--- config.mk ---
export PLATFORM = sky130hd
export DESIGN_NAME = nco_phase_gen
export DESIGN_NICKNAME = d
export VERILOG_FILES = /design/src/rtl/nco_pkg.sv /design/src/rtl/nco_word_bank.sv /design/src/rtl/nco_accum.sv /design/src/rtl/nco_phase_out.sv /design/src/rtl/nco_phase_gen.sv
export SDC_FILE = /design/constraint.sdc
export NUM_CORES = 1
export LEC_CHECK = 0
export ABC_AREA = 0
export BUFFER_PORTS_ARGS = -buffer_cell sky130_fd_sc_hd__buf_4
export CORE_AREA = 2 2 118 108
export CTS_BUF_LIST = sky130_fd_sc_hd__clkbuf_8
export CTS_CLUSTER_DIAMETER = 100
export DETAILED_ROUTE_END_ITERATION = 12
export DIE_AREA = 0 0 120 110
export PLACE_DENSITY = 0.73
export SLEW_MARGIN = 20
export SYNTH_ARGS = -nofsm -noshare
export SYNTH_HDL_FRONTEND = slang
export SYNTH_SLANG_ARGS = --single-unit
export TNS_END_PERCENT = 20
--- constraint.sdc ---
create_clock -name clk -period 5.3 [get_ports clk]
set_input_delay 0.265 -clock clk [delete_from_list [all_inputs] [get_ports clk]]
set_output_delay 0.265 -clock clk [all_outputs]
set_load 0.005 [all_outputs]
--- src/rtl/nco_pkg.sv ---
package nco_pkg;
  localparam int ACC_W  = 28;
  localparam int PH_W   = 12;
  localparam int ADDR_W = 2;

  typedef enum logic [ADDR_W-1:0] {
    ADDR_FREQ0  = 2'd0,
    ADDR_FREQ1  = 2'd1,
    ADDR_PHASE0 = 2'd2,
    ADDR_PHASE1 = 2'd3
  } nco_addr_e;
endpackage

--- src/rtl/nco_word_bank.sv ---
module nco_word_bank
  import nco_pkg::*;
#(
  parameter int ACC_BITS = ACC_W,
  parameter int PH_BITS  = PH_W
) (
  input  logic                clk,
  input  logic                rst_n,
  input  logic                wr_en,
  input  logic [ADDR_W-1:0]   wr_addr,
  input  logic [ACC_BITS-1:0] wr_data,
  input  logic                fsel,
  input  logic                psel,
  output logic [ACC_BITS-1:0] step_o,
  output logic [PH_BITS-1:0]  off_o
);
  localparam int NBANK = 2;

  for (genvar gi = 0; gi < NBANK; gi++) begin : g_bank
    localparam logic [ADDR_W-1:0] FADDR = ADDR_W'(gi);
    localparam logic [ADDR_W-1:0] PADDR = ADDR_W'(gi + NBANK);
    logic                fwe, pwe;
    logic [ACC_BITS-1:0] fq;
    logic [PH_BITS-1:0]  pq;

    always_comb begin
      fwe = wr_en && (wr_addr == FADDR);
      pwe = wr_en && (wr_addr == PADDR);
    end

    always_ff @(posedge clk or negedge rst_n) begin
      if (!rst_n)   fq <= '0;
      else if (fwe) fq <= wr_data;
    end

    always_ff @(posedge clk or negedge rst_n) begin
      if (!rst_n)   pq <= '0;
      else if (pwe) pq <= wr_data[PH_BITS-1:0];
    end
  end

  always_comb begin
    step_o = fsel ? g_bank[1].fq : g_bank[0].fq;
    off_o  = psel ? g_bank[1].pq : g_bank[0].pq;
  end

  // tuning word 0 holds the written data one edge later
  p_wr_freq0_r8: assert property (@(posedge clk) disable iff (!rst_n)
    (wr_en && wr_addr == ADDR_FREQ0) |=> (g_bank[0].fq == $past(wr_data)));

  // an offset write leaves both tuning words unchanged
  p_keep_freq_r8: assert property (@(posedge clk) disable iff (!rst_n)
    (wr_en && wr_addr[1]) |=> ($stable(g_bank[0].fq) && $stable(g_bank[1].fq)));
endmodule

--- src/rtl/nco_accum.sv ---
module nco_accum
  import nco_pkg::*;
#(
  parameter int ACC_BITS = ACC_W
) (
  input  logic                clk,
  input  logic                rst_n,
  input  logic                sync_clr,
  input  logic [ACC_BITS-1:0] step,
  output logic [ACC_BITS-1:0] acc_d
);
  logic [ACC_BITS-1:0] acc_q;

  always_comb begin
    if (sync_clr) acc_d = '0;
    else          acc_d = acc_q + step;
  end

  always_ff @(posedge clk or negedge rst_n) begin
    if (!rst_n) acc_q <= '0;
    else        acc_q <= acc_d;
  end

  // clear gives the known starting phase
  p_clr_zero_r7: assert property (@(posedge clk) disable iff (!rst_n)
    sync_clr |=> (acc_q == '0));

  // a zero step leaves the accumulator untouched
  p_hold_r4: assert property (@(posedge clk) disable iff (!rst_n)
    (!sync_clr && step == '0) |=> $stable(acc_q));
endmodule

--- src/rtl/nco_phase_out.sv ---
module nco_phase_out
  import nco_pkg::*;
#(
  parameter int PH_BITS = PH_W
) (
  input  logic               clk,
  input  logic               rst_n,
  input  logic [PH_BITS-1:0] acc_top,
  input  logic [PH_BITS-1:0] off,
  output logic [PH_BITS-1:0] phase_q
);
  logic [PH_BITS-1:0] phase_d;

  always_comb phase_d = acc_top + off;

  always_ff @(posedge clk or negedge rst_n) begin
    if (!rst_n) phase_q <= '0;
    else        phase_q <= phase_d;
  end
endmodule

--- src/rtl/nco_phase_gen.sv ---
module nco_phase_gen
  import nco_pkg::*;
#(
  parameter int ACC_BITS = ACC_W,
  parameter int PH_BITS  = PH_W
) (
  input  logic                clk,
  input  logic                rst_n,
  input  logic                sync_clr,
  input  logic                wr_en,
  input  logic [ADDR_W-1:0]   wr_addr,
  input  logic [ACC_BITS-1:0] wr_data,
  input  logic                fsel,
  input  logic                psel,
  output logic [PH_BITS-1:0]  phase_o
);
  localparam int TOP_LSB = ACC_BITS - PH_BITS;

  logic [ACC_BITS-1:0] step_w;
  logic [PH_BITS-1:0]  off_w;
  logic [ACC_BITS-1:0] acc_next;

  nco_word_bank #(.ACC_BITS(ACC_BITS), .PH_BITS(PH_BITS)) u_bank (
    .clk(clk), .rst_n(rst_n), .wr_en(wr_en), .wr_addr(wr_addr),
    .wr_data(wr_data), .fsel(fsel), .psel(psel),
    .step_o(step_w), .off_o(off_w)
  );

  nco_accum #(.ACC_BITS(ACC_BITS)) u_acc (
    .clk(clk), .rst_n(rst_n), .sync_clr(sync_clr),
    .step(step_w), .acc_d(acc_next)
  );

  nco_phase_out #(.PH_BITS(PH_BITS)) u_out (
    .clk(clk), .rst_n(rst_n),
    .acc_top(acc_next[ACC_BITS-1:TOP_LSB]), .off(off_w),
    .phase_q(phase_o)
  );

  // during a clear the output is exactly the selected offset
  p_clr_offset_r7: assert property (@(posedge clk) disable iff (!rst_n)
    sync_clr |=> (phase_o == $past(off_w)));
endmodule

==> reports/metrics.cfg <==
[status]
status=completed

[place]
dp_hpwl_um=9600
pre_cts_ws_ps=260
gp_congestion=0.872
port_buffers=47
dp.cells=731

[logic_synthesis]
yosys_warnings=0
avgSynthCellArea_um2=11.9
ys_top_cells_by_area=dfrtp_1 47%, mux2_2 21%, ha_1 7.4%, a21oi_1 2.6%, nor2_1 2.3%
synth_cells=540
yosysTopAreaCellShare=0.466
yosysTopAreaCell=dfrtp_1
syn-num-nets=616
yosysSeqAreaShare=0.466
yosysUniqueCellTypes=47
ys_ff_latch=120
syn-cell-area_um2=6440

[run]
maxCapViolCount=0

[min_path]
holdPathEnd=u_bank.g_bank[1].fq[27]$_DFFE_PN0P_
hold_depth=2
hold_start=wr_data[27]
hold_class=in -> reg

[setup_path]
cp_max_fo=5
cp.arrival_ps=5110
worstPathRequired_ps=5630
r2r_setup_slack_ps=520
slowest_delay_ps=400
worst_setup_path_end_kind=register
path_cells=mux2_2 -> ha_1 -> a211oi_2 -> o21bai_1 -> o31a_1 -> o31a_1 -> a221oi_4 -> xor2_1 -> nor2_1 -> ha_1 -> a21o_1 -> a21oi_1 -> nor2b_1 -> o31ai_1 -> a21oi_1 -> a21o_1 -> o41a_1 -> xor2_1
crit-reg2reg-capture=u_out.phase_q[11]$_DFF_PN0_
critPathSlowestCell=a221oi_4
worstSetupPathType=reg -> reg
reg2regPathDepth=18
worst_setup_path_start_kind=register
regToRegStartpoint=u_bank.g_bank[0].fq[6]$_DFFE_PN0P_

[cells_and_area]
fillerInstances=959
drive_above_1_share=0.341
final_cells=762
antennaDiodeCount=0
area_delta_synth_final_pct=13.8
fin_util=0.614
layout.nets=667

[global_routing]
grt_pass1_wl_um=22400
grt_usage=0.225
antenna_found_initial=0
first_global_vias=4425
grt.busiest_layer=met2
grt_use_met2=0.364
grtUsageMet1=0.299
gr-total-overflow=0
grt_max_degree=73
grt_use_met3=0.0550

[clocking]
clk_path_buf_depth=2
cts_setup_buffers=0
cts.clk_slew.worst_paths_ps=70
clock_latency_ps=450
numCtsBuffers=17
tritoncts=done
cts_sinks=120
htree_levels=4
cts_root_buf=clkbuf_8

[power_and_ir_drop]
power_density_nw_per_um2=521
p_leak_nw=3.39
ir_worst_vdd_mv=0.322

[timing]
slew_headroom=0.390
hold_viol_final=0
fmax_mhz=209
tightest_slew_ps=916
finalSetupTns_ps=0
fin_crit_sh=0.902
hold_ws_ps=64.8
drv_slew=0
setup_viol=0
final.setup_skew_ps=12.5
min_period_ps=4780
rsz0062_at_grt=no
setup_ws_ps=518

[drt]
firstDrtPassIters=5
avgViaCountPerCell=5.73
drt-total-wl_um=13500
wl_per_cell_um=17.8
ant_nets=0
num_vias=4369
drc=0
drt_iter0_drc=257

[floorplanning]
rows=38
coreArea_um2=11900
start_util=0.540
die_x_um=120
die_height_um=110
io_pins=48
die_area_um2=13200

## how the worst max path moves through the flow
| stage | startpoint | endpoint | cells after the start | slack [ps] |
|---|---|---|---|---|
| after CTS | u_bank.g_bank[0].fq[1]$_DFFE_PN0P_ | u_out.phase_q[11]$_DFF_PN0_ | 18 | 520 |
| final | u_bank.g_bank[0].fq[6]$_DFFE_PN0P_ | u_out.phase_q[11]$_DFF_PN0_ | 18 | 520 |
| after global routing | u_bank.g_bank[1].fq[0]$_DFFE_PN0P_ | u_out.phase_q[10]$_DFF_PN0_ | 20 | 210 |
| after floorplan | fsel | u_out.phase_q[11]$_DFF_PN0_ | 20 | 220 |
| after global placement | fsel | u_out.phase_q[11]$_DFF_PN0_ | 19 | 370 |
| after detailed placement | fsel | u_out.phase_q[11]$_DFF_PN0_ | 19 | 260 |
## critical path, delay by kind of cell (launching register included)
| family | cells | cell delay (ps) |
|---|---|---|
| flip-flops | 1 | 380 |
| AO/OA/AOI/OAI | 11 | 2780 |
| adder cells (fa/ha/maj) | 2 | 640 |
| XOR/XNOR | 2 | 260 |
| AND/OR/NAND/NOR | 2 | 350 |
| multiplexers | 1 | 270 |
## per-stage QoR
step | instance area, um2 | total power, W
floorplan | 6440 | 0.00259
finish | 7330 | 0.00382
CTS | 7330 | 0.00383
global placement | 6950 | 0.00298
global route | 7330 | 0.00410
detailed placement | 6950 | 0.00304
## registers in the layout, indices dropped and copies added, names as in the netlist
signal            count
u_acc.acc_q          28
u_bank.g_bank.fq     56
u_bank.g_bank.pq     24
u_out.phase_q        12
## report_power, final
group / internal (W) / switching [W]
clock: 0.000431 / 0.000338
combinational: 0.000813 / 0.000959
sequential: 0.00118 / 0.000101
## Yosys cell counts, drive strengths merged
cell type,instances
dfrtp,120
mux2,119
nor2,40
ha,38
a21oi,34
a21o,18
o21ai,18
nand2,14
xnor2,14
xor2,14
clkbuf,12
nor3,10
buf,8
nor2b,8
nand4,6
o21a,6
a31oi,5
nand3,5
o21bai,5
a211oi,4
inv,4
nand2b,4
nor3b,4
o31ai,4
a211o,3
mux2i,3
a21boi,2
fa,2
nand3b,2
o211ai,2
o31a,2
a2111oi,1
a221oi,1
a41oi,1
and3,1
and3b,1
nor4,1
o2111ai,1
o221ai,1
o22ai,1
o41a,1
## cells by family after synthesis
logic type	after synthesis	synth area share
AND/OR/NAND/NOR	96	0.0713
buffers and inverters	24	0.0146
AO/OA/AOI/OAI	110	0.117
XOR/XNOR	28	0.0381
flip-flops	120	0.466
multiplexers	122	0.213
adder cells (fa/ha/maj)	40	0.0800
## repair_timing
| item | in CTS | in global routing |
|---|---|---|
| hold buffers | 1 | 0 |
| gates resized for setup | 0 | 0 |
| hold endpoints to repair | 71 | 0 |
## cells in the final DEF (no fill, tap or decap), types with 6 or more instances in the layout
cell type  instances
nand2_1           14
a21o_1            18
nor3_1            10
clkbuf_8          23
o21a_1             6
nor2b_1            8
inv_1              9
a21oi_1           34
xor2_1            14
buf_4             51
o21ai_0           14
nor2_1            39
nand4_1            6
ha_1              38
xnor2_1           14
dfrtp_1          120
mux2_2           119
## area by class of cell
cell class | count | area, um2 | area share
multi-input cells | 396 | 3350 | 0.457
flip-flops and latches | 120 | 3000 | 0.410
repair buffers | 52 | 393 | 0.0536
clock buffers | 23 | 317 | 0.0432
well taps | 160 | 200 | 0.0273
clock inverters | 7 | 53.8 | 0.00734
inverters | 4 | 15.0 | 0.00205
## routing by layer
| layer | part of all wire | vias to the layer above |
|---|---|---|
| li1 | - | 2074 |
| met1 | 0.48 | 2192 |
| met2 | 0.47 | 89 |
| met3 | 0.038 | 14 |
| met4 | 0.014 | 0 |
| met5 | 0 | - |
Note: power is estimated with default switching activity, not from simulation.
